===== src/rtl/pcseq_pkg.sv =====
package pcseq_pkg;
    localparam int MAP_W         = 16;
    localparam int IMEM_FLAG_BIT = 12;
    localparam int REGION_W      = 8;
    localparam logic [MAP_W-1:0] MAP_RESET = 16'h1000;
endpackage


===== src/rtl/pcseq_fetch_map.sv =====
module pcseq_fetch_map
    import pcseq_pkg::*;
#(
    parameter int PC_W    = 16,
    parameter int SEL_BIT = 17,
    parameter logic [(2**REGION_W)-1:0] REGION_PRESENT = '0,
    localparam int BADDR_W = PC_W + 2
) (
    input  logic [PC_W-1:0]     pc,
    input  logic                m0_imem,
    input  logic [REGION_W-1:0] m0_region,
    input  logic                m1_imem,
    input  logic [REGION_W-1:0] m1_region,
    output logic [BADDR_W-1:0]  byte_addr,
    output logic                to_imem,
    output logic [REGION_W-1:0] region,
    output logic                fault
);
    always_comb begin
        byte_addr = {pc, 2'b00};
        if (byte_addr[SEL_BIT]) begin
            to_imem = m1_imem;
            region  = m1_region;
        end else begin
            to_imem = m0_imem;
            region  = m0_region;
        end
        fault = !to_imem && !REGION_PRESENT[region];
    end
endmodule


===== src/rtl/pcseq_advance.sv =====
module pcseq_advance #(
    parameter int PC_W  = 16,
    parameter int CNT_W = 16
) (
    input  logic [PC_W-1:0]  pc,
    input  logic             go,
    input  logic             br_taken,
    input  logic [PC_W-1:0]  br_target,
    input  logic             rpt_on,
    input  logic [PC_W-1:0]  rpt_start,
    input  logic [PC_W-1:0]  rpt_end,
    input  logic [CNT_W-1:0] rpt_cnt,
    output logic [PC_W-1:0]  pc_n,
    output logic [CNT_W-1:0] cnt_n,
    output logic             on_n
);
    logic [PC_W-1:0]  stepped;
    logic [CNT_W-1:0] cnt_dec;

    always_comb begin
        pc_n    = pc;
        cnt_n   = rpt_cnt;
        on_n    = rpt_on;
        cnt_dec = rpt_cnt - CNT_W'(1);
        if (br_taken && (br_target != pc)) stepped = br_target;
        else                               stepped = pc + PC_W'(1);
        if (go) begin
            pc_n = stepped;
            if (rpt_on && (stepped == rpt_end)) begin
                cnt_n = cnt_dec;
                if (cnt_dec == '0) on_n = 1'b0;
                else               pc_n = rpt_start;
            end
        end
    end
endmodule


===== src/rtl/pcseq_top.sv =====
module pcseq_top
    import pcseq_pkg::*;
#(
    parameter int PC_W    = 16,
    parameter int CNT_W   = 16,
    parameter int SEL_BIT = 17,
    parameter logic [(2**REGION_W)-1:0] REGION_PRESENT =
        ((2**REGION_W)'(1) << 127) | (2**REGION_W)'(7),
    localparam int BADDR_W = PC_W + 2
) (
    input  logic                clk,
    input  logic                rst_n,
    input  logic [BADDR_W-1:0]  start_addr,
    input  logic                step_en,
    input  logic                br_taken,
    input  logic [PC_W-1:0]     br_target,
    input  logic                rpt_set,
    input  logic [PC_W-1:0]     rpt_start,
    input  logic [PC_W-1:0]     rpt_end,
    input  logic [CNT_W-1:0]    rpt_count,
    input  logic                map_wr_en,
    input  logic                map_wr_sel,
    input  logic [MAP_W-1:0]    map_wr_data,
    output logic [BADDR_W-1:0]  fetch_addr,
    output logic                fetch_imem,
    output logic [REGION_W-1:0] fetch_region,
    output logic                fetch_fault
);
    typedef struct packed {
        logic [PC_W-1:0]  pc;
        logic [MAP_W-1:0] map0;
        logic [MAP_W-1:0] map1;
        logic [PC_W-1:0]  rs;
        logic [PC_W-1:0]  re;
        logic [CNT_W-1:0] rc;
        logic             ron;
    } seq_state_t;

    seq_state_t s_d, s_q;

    logic [PC_W-1:0]  adv_pc;
    logic [CNT_W-1:0] adv_cnt;
    logic             adv_on;

    logic [PC_W-1:0]  pc_q;
    logic [PC_W-1:0]  rpt_start_q;
    logic [PC_W-1:0]  rpt_end_q;
    logic [CNT_W-1:0] rpt_cnt_q;
    logic             rpt_active_q;

    assign pc_q         = s_q.pc;
    assign rpt_start_q  = s_q.rs;
    assign rpt_end_q    = s_q.re;
    assign rpt_cnt_q    = s_q.rc;
    assign rpt_active_q = s_q.ron;

    pcseq_fetch_map #(
        .PC_W(PC_W), .SEL_BIT(SEL_BIT), .REGION_PRESENT(REGION_PRESENT)
    ) u_map (
        .pc        (s_q.pc),
        .m0_imem   (s_q.map0[IMEM_FLAG_BIT]),
        .m0_region (s_q.map0[REGION_W-1:0]),
        .m1_imem   (s_q.map1[IMEM_FLAG_BIT]),
        .m1_region (s_q.map1[REGION_W-1:0]),
        .byte_addr (fetch_addr),
        .to_imem   (fetch_imem),
        .region    (fetch_region),
        .fault     (fetch_fault)
    );

    pcseq_advance #(.PC_W(PC_W), .CNT_W(CNT_W)) u_adv (
        .pc        (s_q.pc),
        .go        (step_en && !fetch_fault),
        .br_taken  (br_taken),
        .br_target (br_target),
        .rpt_on    (s_q.ron),
        .rpt_start (s_q.rs),
        .rpt_end   (s_q.re),
        .rpt_cnt   (s_q.rc),
        .pc_n      (adv_pc),
        .cnt_n     (adv_cnt),
        .on_n      (adv_on)
    );

    always_comb begin
        s_d     = s_q;
        s_d.pc  = adv_pc;
        s_d.rc  = adv_cnt;
        s_d.ron = adv_on;
        if (rpt_set) begin
            s_d.rs  = rpt_start;
            s_d.re  = rpt_end;
            s_d.rc  = rpt_count;
            s_d.ron = (rpt_count != '0);
        end
        if (map_wr_en) begin
            if (map_wr_sel) s_d.map1 = map_wr_data;
            else            s_d.map0 = map_wr_data;
        end
    end

    always_ff @(posedge clk) begin
        if (!rst_n) begin
            s_q      <= '0;
            s_q.pc   <= PC_W'(start_addr >> 2);
            s_q.map0 <= MAP_RESET;
            s_q.map1 <= MAP_RESET;
        end else begin
            s_q <= s_d;
        end
    end
endmodule


===== config.mk =====
export PLATFORM = sky130hd
export DESIGN_NAME = pcseq_top
export DESIGN_NICKNAME = d
export VERILOG_FILES = /design/src/rtl/pcseq_pkg.sv /design/src/rtl/pcseq_fetch_map.sv /design/src/rtl/pcseq_advance.sv /design/src/rtl/pcseq_top.sv
export SDC_FILE = /design/constraint.sdc
export NUM_CORES = 1
export LEC_CHECK = 0
export BUFFER_PORTS_ARGS = -buffer_cell sky130_fd_sc_hd__buf_2
export CAP_MARGIN = 20
export CELL_PAD_IN_SITES_DETAIL_PLACEMENT = 1
export CELL_PAD_IN_SITES_GLOBAL_PLACEMENT = 2
export CORE_MARGIN = 2
export CORE_UTILIZATION = 32
export DETAILED_ROUTE_END_ITERATION = 12
export GPL_ROUTABILITY_DRIVEN = 0
export PLACE_DENSITY = 0.79
export SYNTH_ARGS = -nofsm -noshare
export SYNTH_HDL_FRONTEND = slang
export SYNTH_HIERARCHICAL = 1
export SYNTH_SLANG_ARGS = --single-unit

===== constraint.sdc =====
create_clock -name clk -period 4 [get_ports clk]
set_clock_uncertainty 0.15 [all_clocks]
set_input_delay 0.6 -clock clk [delete_from_list [all_inputs] [get_ports clk]]
set_output_delay 0.6 -clock clk [all_outputs]
set_load 0.05 [all_outputs]

# [Yosys cells after proc, flatten, opt, wreduce, memory -nomap -nowiden]
# Memories as Yosys holds them, arrays and structs flattened.
# Index checks and enable logic that the tools add are counted.
[classes] addsub=2 order_cmp=1 n_eq_ne=3 n_mux=17 bitwise=1 n_reduce_logical=16
[op_table] cell="$mux W16" count=8
[op_table] cell="$mux W97" count=1
[op_table] cell="$mux W49" count=1
[op_table] cell="$mux W32" count=1
[op_table] cell="$add A16 B1 Y16 const B" count=1
[op_table] cell="$eq A16 B16 Y1" count=1
[op_table] cell="$logic_not A16 Y1" count=1
[op_table] cell="$ne A16 B16 Y1" count=1
[op_table] cell="$reduce_bool A16 Y1" count=1
[op_table] cell="$sub A16 B1 Y16 const B" count=1
[op_table] cell="$lt A8 B9 Y1 const B" count=1
[op_table] cell="$mux W8" count=1
[op_table] cell="$reduce_and A2 Y1" count=3
[op_table] cell="$reduce_bool A2 Y1" count=3
[op_table] cell="$mux W1" count=5
[op_table] cell="$logic_and A1 B1 Y1" count=4
[op_table] cell="$logic_not A1 Y1" count=3
[op_table] cell="$reduce_and A3 Y1" count=1
[op_table] cell="$ne A2 B1 Y1 const B" count=1
[op_table] cell="$not A1 Y1" count=1
[word_totals] reg_bits=97 rom_bits=256 inputBits=105 output_inout_bits=28 wordCells=48 mem_count=1
[mem_list] memory="(no name shown)" depth=256 word_bits=1 read_ports=1 rd_ports_with_merged_regs=0 wr=0 line_no="pcseq_fetch_map.sv:28" text="fault = !to_imem && !REGION_PRESENT[region];"

# [Depth between registers and ports, before layout]
[depth] ltp_word=10 depth_mapped=15 ltp_nobuf=12

# [By module]
# Netlist, hierarchy kept.
[by_module_without_submodules] module="pcseq_top" instances=1 cells_per_inst=279 area_each_um2=3070.4 seq_area_each_um2=1661.6
[by_module_without_submodules] module="pcseq_advance" instances=1 cells_per_inst=298 area_each_um2=2125.8 seq_area_each_um2=0.0
[by_module_without_submodules] module="pcseq_fetch_map" instances=1 cells_per_inst=43 area_each_um2=319.1 seq_area_each_um2=0.0

# [Worst setup path after synthesis]
# OpenSTA, ideal clock, no wires.
[synth_path] path_type="input port to flip-flop" from="in br_target[5]" to="reg pc_q[11] (netlist name)" setup_time_ns=0.123 arrival_ns=3.224 path_slack_ns=0.503 cell_stages=12 path_cell_list="xnor2_1 -> nand4_2 -> o41ai_4 -> buf_6 -> mux2i_1 -> xnor2_1 -> nor4_4 -> nand3_1 -> buf_2 -> o21bai_1 -> a31oi_1 -> mux2_1"
[synth_between] elab_chain_cells=8 word_cells_on_any_way=9 classes_between="eq/ne: 2; mux: 5; reduce/logical: 2"
[synth_lines] item="start: declaration" line_no="pcseq_top.sv:16" text="input logic [PC_W-1:0] br_target,"
[synth_lines] item="$ne A16 B16 Y1" line_no="pcseq_advance.sv:25" text="if (br_taken && (br_target != pc)) stepped = br_target;"
[synth_lines] item="$logic_and A1 B1 Y1" line_no="pcseq_advance.sv:25"
[synth_lines] item="$mux W16 *" line_no="pcseq_advance.sv:25"
[synth_lines] item="$eq A16 B16 Y1" line_no="pcseq_advance.sv:29" text="if (rpt_on && (stepped == rpt_end)) begin"
[synth_lines] item="$logic_and A1 B1 Y1" line_no="pcseq_advance.sv:29"
[synth_lines] item="$mux W16 *" line_no="pcseq_advance.sv:29"
[synth_lines] item="$mux W16 *" line_no="pcseq_advance.sv:27" text="if (go) begin"
[synth_lines] item="net adv_pc[11]" line_no="pcseq_top.sv:41" text="logic [PC_W-1:0] adv_pc;"
[synth_lines] item="$mux W97 *" line_no="pcseq_top.sv:103" text="if (!rst_n) begin"
# The timed path passes the listed nets; every way through them passes the cells marked *. The select of a mux whose other input is x is not followed.
# A chain may end at the register's enable or synchronous reset.

# [Worst setup path in the final report]
[layout_path] from="reg pc_q[3] (netlist name)" to="reg pc_q[1] (netlist name)"
[layout_between] elab_chain_cells=8 word_cells_on_any_way=10 classes_between="add/sub: 1; eq/ne: 2; mux: 5; reduce/logical: 2"
[layout_lines] item="branches (longest 2 deep; another with $add A16 B1 Y16)"
[layout_lines] item="$mux W16 *" line_no="pcseq_advance.sv:25"
[layout_lines] item="$eq A16 B16 Y1" line_no="pcseq_advance.sv:29"
[layout_lines] item="$logic_and A1 B1 Y1" line_no="pcseq_advance.sv:29"
[layout_lines] item="$mux W16 *" line_no="pcseq_advance.sv:29"
[layout_lines] item="$mux W16 *" line_no="pcseq_advance.sv:27"
[layout_lines] item="net adv_pc[1]" line_no="pcseq_top.sv:41"
[layout_lines] item="$mux W97 *" line_no="pcseq_top.sv:103"
# Mark *: on every way through the listed nets, which the timed path passes. The select of a mux whose other input is x is not followed.

==> impl_metrics.py <==
metrics = {
    "status": {
        "status": "complete, no violations",
    },
    "floorplan": {
        "die_h_um": 135,
        "die-area_um2": 18300,
        "io_pins": 133,
        "core_um2": 17100,
        "start_util_pct": 32.3,
        "num_rows": 48,
        "die_w_um": 135,
    },
    "clock_network": {
        "cts_tree": "done",
        "cts_buffers": 9,
        "htree_levels": 3,
        "cts_hold_buf": 0,
        "clk_pin_slew_ns": 0.07,
        "clockBufferDepth": 2,
        "cts.sinks": 83,
        "clkLatencyLatePin_ns": 0.36,
        "root_buffer": "clkbuf_16",
    },
    "placement": {
        "preCtsSetupSlack_ns": 0.00406,
        "post-dp-hpwl_mm": 13.0,
        "port_buffers": 121,
    },
    "cells_and_area": {
        "mostFrequentLayoutCell": "buf_2",
        "nets": 825,
        "area_delta_synth_final_pct": 17.9,
        "n_fill_cell": 2052,
        "drive_above_1_share_pct": 26.3,
        "multiInputGateArea_um2": 3350,
        "regArea_um2": 1660,
        "layout_common_cells": "buf_2, dfxtp_1, mux2i_1, nand2_1, nor2b_1",
    },
    "worst_setup_path": {
        "critPathTopFamily": "compound AO/OA/AOI/OAI gates",
        "critPathSlowestCell": "dfxtp_1",
        "crit_required_ns": 4.15,
        "critPathMaxStageDelay_ns": 0.52,
        "arrival_ns": 3.86,
        "critPathLaunchType": "flop",
        "criticalPathCategory": "reg -> reg",
        "critical_path_buf_inv_count": 3,
        "critPathMaxFanout": 19,
        "critPathCaptureType": "flop",
        "cp_common_cell": "buf_4",
        "path_cells": "xnor2_2 -> nand4_2 -> o41ai_4 -> buf_12 -> mux2i_1 -> buf_4 -> xnor2_1 -> nor4_4 -> nand3_1 -> buf_4 -> o21a_1 -> o31ai_1 -> mux2_1",
    },
    "route": {
        "drtIter0Drc": 240,
        "vias": 4777,
        "wl_per_cell_um": 17.6,
        "ant_nets": 0,
        "firstDrtPassIters": 4,
        "wl_mm": 16.7,
        "via_per_inst": 5.02,
        "drc_errors": 0,
    },
    "yosys": {
        "ys_seq_area_share_pct": 30.1,
        "synth.avg_cell_area_um2": 8.90,
        "synth_ff_type": "dfxtp_1",
        "synth_top_cells_by_area": "dfxtp_1, mux2i_1, xnor2_1",
        "synthDistinctLibCells": 58,
        "yosysTopAreaCellShare_pct": 30.1,
        "synth_warnings": 6,
        "synth_top_area_cell": "dfxtp_1",
        "synth_edf_count": 0,
        "syn_area_um2": 5520,
        "synth_cells": 620,
        "ys_async_sr_fraction_pct": 0,
        "ys_seq_elements": 83,
    },
    "power_and_ir_drop": {
        "vdd.ir_drop.worst_mv": 0.199,
        "power_density_nw_per_um2": 392,
        "leakage_uw": 0.00271,
    },
    "timing": {
        "final.setup.tns_ns": 0,
        "setup_violations": 0,
        "worstMarginPinSlew_ns": 0.730,
        "hold_ws_ns": 0.294,
        "finalWorstSetupSlack_ns": 0.291,
        "report.final.slew_viol_count": 0,
        "fmax_mhz": 270,
        "slew_headroom_pct": 51.3,
        "grt_setup_unrepaired": "no",
        "post-route-period-util_pct": 92.7,
        "finalHoldViolCount": 0,
        "period_needed_ns": 3.71,
    },
    "global_route": {
        "antenna_found_initial": 3,
        "grt-ovfl-total": 0,
        "grtUsageTotal_pct": 18.7,
        "grt_pass1_wl_mm": 26.5,
        "grt_start_max_net_pins": 43,
        "grt_pass1_vias": 4985,
    },
    "worst_hold_path": {
        "hold_class": "in -> reg",
    },
    "job": {
        "drv_cap": 0,
    },
}
## cells in the mapped netlist (2+ instances only)
master and n:
buf_6 12, buf_2 11, nor3_1 10, nor4_1 18
xnor2_1 50, xnor2_2 3, o31ai_1 2, clkbuf_1 12
ha_1 3, dfxtp_1 83, nand2_1 52, o21ai_0 7
a21boi_0 8, mux2_2 10, buf_4 25, o21a_1 2
nand4b_1 2, mux2i_1 64, nand2b_1 2, and4_1 3
and3b_1 2, xor2_1 10, or4_1 2, nand3_1 19
or2_2 2, nand4_1 30, mux2_1 13, o21bai_1 11
and3_1 2, inv_1 12, nor2b_1 52, a21boi_1 9
a21oi_1 4, nor2_1 30, and2_1 5, nand4_2 2
a31oi_1 15
## cell type report
cell class | count | area share (%)
diodes | 4 | 0.154
repair buffers | 148 | 13.0
flip-flops and latches | 83 | 25.5
clock buffers | 9 | 3.46
multi-input cells | 463 | 51.5
inverters | 12 | 0.692
well taps | 225 | 4.33
clock inverters | 7 | 1.27
## state kept, by name, summed over array words and instances, names as in the netlist
| register | flops |
|---|---|
| rpt_end_q | 16 |
| rpt_active_q | 1 |
| rpt_start_q | 16 |
| rpt_cnt_q | 16 |
| s_q | 18 |
| pc_q | 16 |
## logic make-up after synthesis
logic type,synth area share (%)
flops,30.1
fa+ha+maj,0.681
buf+inv,9.21
xor+xnor,10.4
other cells,0.0680
simple gates,24.5
compound gates,8.73
mux,16.3
## power breakdown
group	total, uW	internal [uW]	switching, uW
registers	957	888	69.4
clock network	879	495	384
logic	711	291	420
## worst paths after layout
path                                startpoint        to  slack (ns)  cells after the start
worst min-delay path            start_addr[15]  pc_q[13]        0.29                      2
worst max register to register         pc_q[3]   pc_q[1]        0.29                     13
worst min register to register         s_q[68]   s_q[68]        0.31                      2
worst max-delay path                   pc_q[3]   pc_q[1]        0.29                     13
## layer usage
layer / global-route usage (%) / share of wire (%) / up-vias
li1: - / - / 2349
met4: 7.99 / 2.2 / 0
met1: 23.2 / 45 / 2307
met2: 31.7 / 48 / 99
met3: 3.33 / 4.3 / 22
met5: 0 / 0 / -
## metrics by stage
step / instance area, um2 / total power, uW / instances / utilization, %
after floorplan: 5520 / 1510 / 621 / -
after global placement: 6190 / 1670 / 931 / 36.3
after detailed placement: 6190 / 1690 / 931 / 36.3
after CTS: 6490 / 2580 / 947 / 38.1
after global routing: 6500 / 2670 / 948 / 38.1
final: 6500 / 2550 / 951 / 38.1
## repair_timing
action                                  CTS  global route
resized for setup                         0             1
endpoints found under the setup margin    0             3
buffers inserted                          0             0
Note: power is estimated with default switching activity, not from simulation.
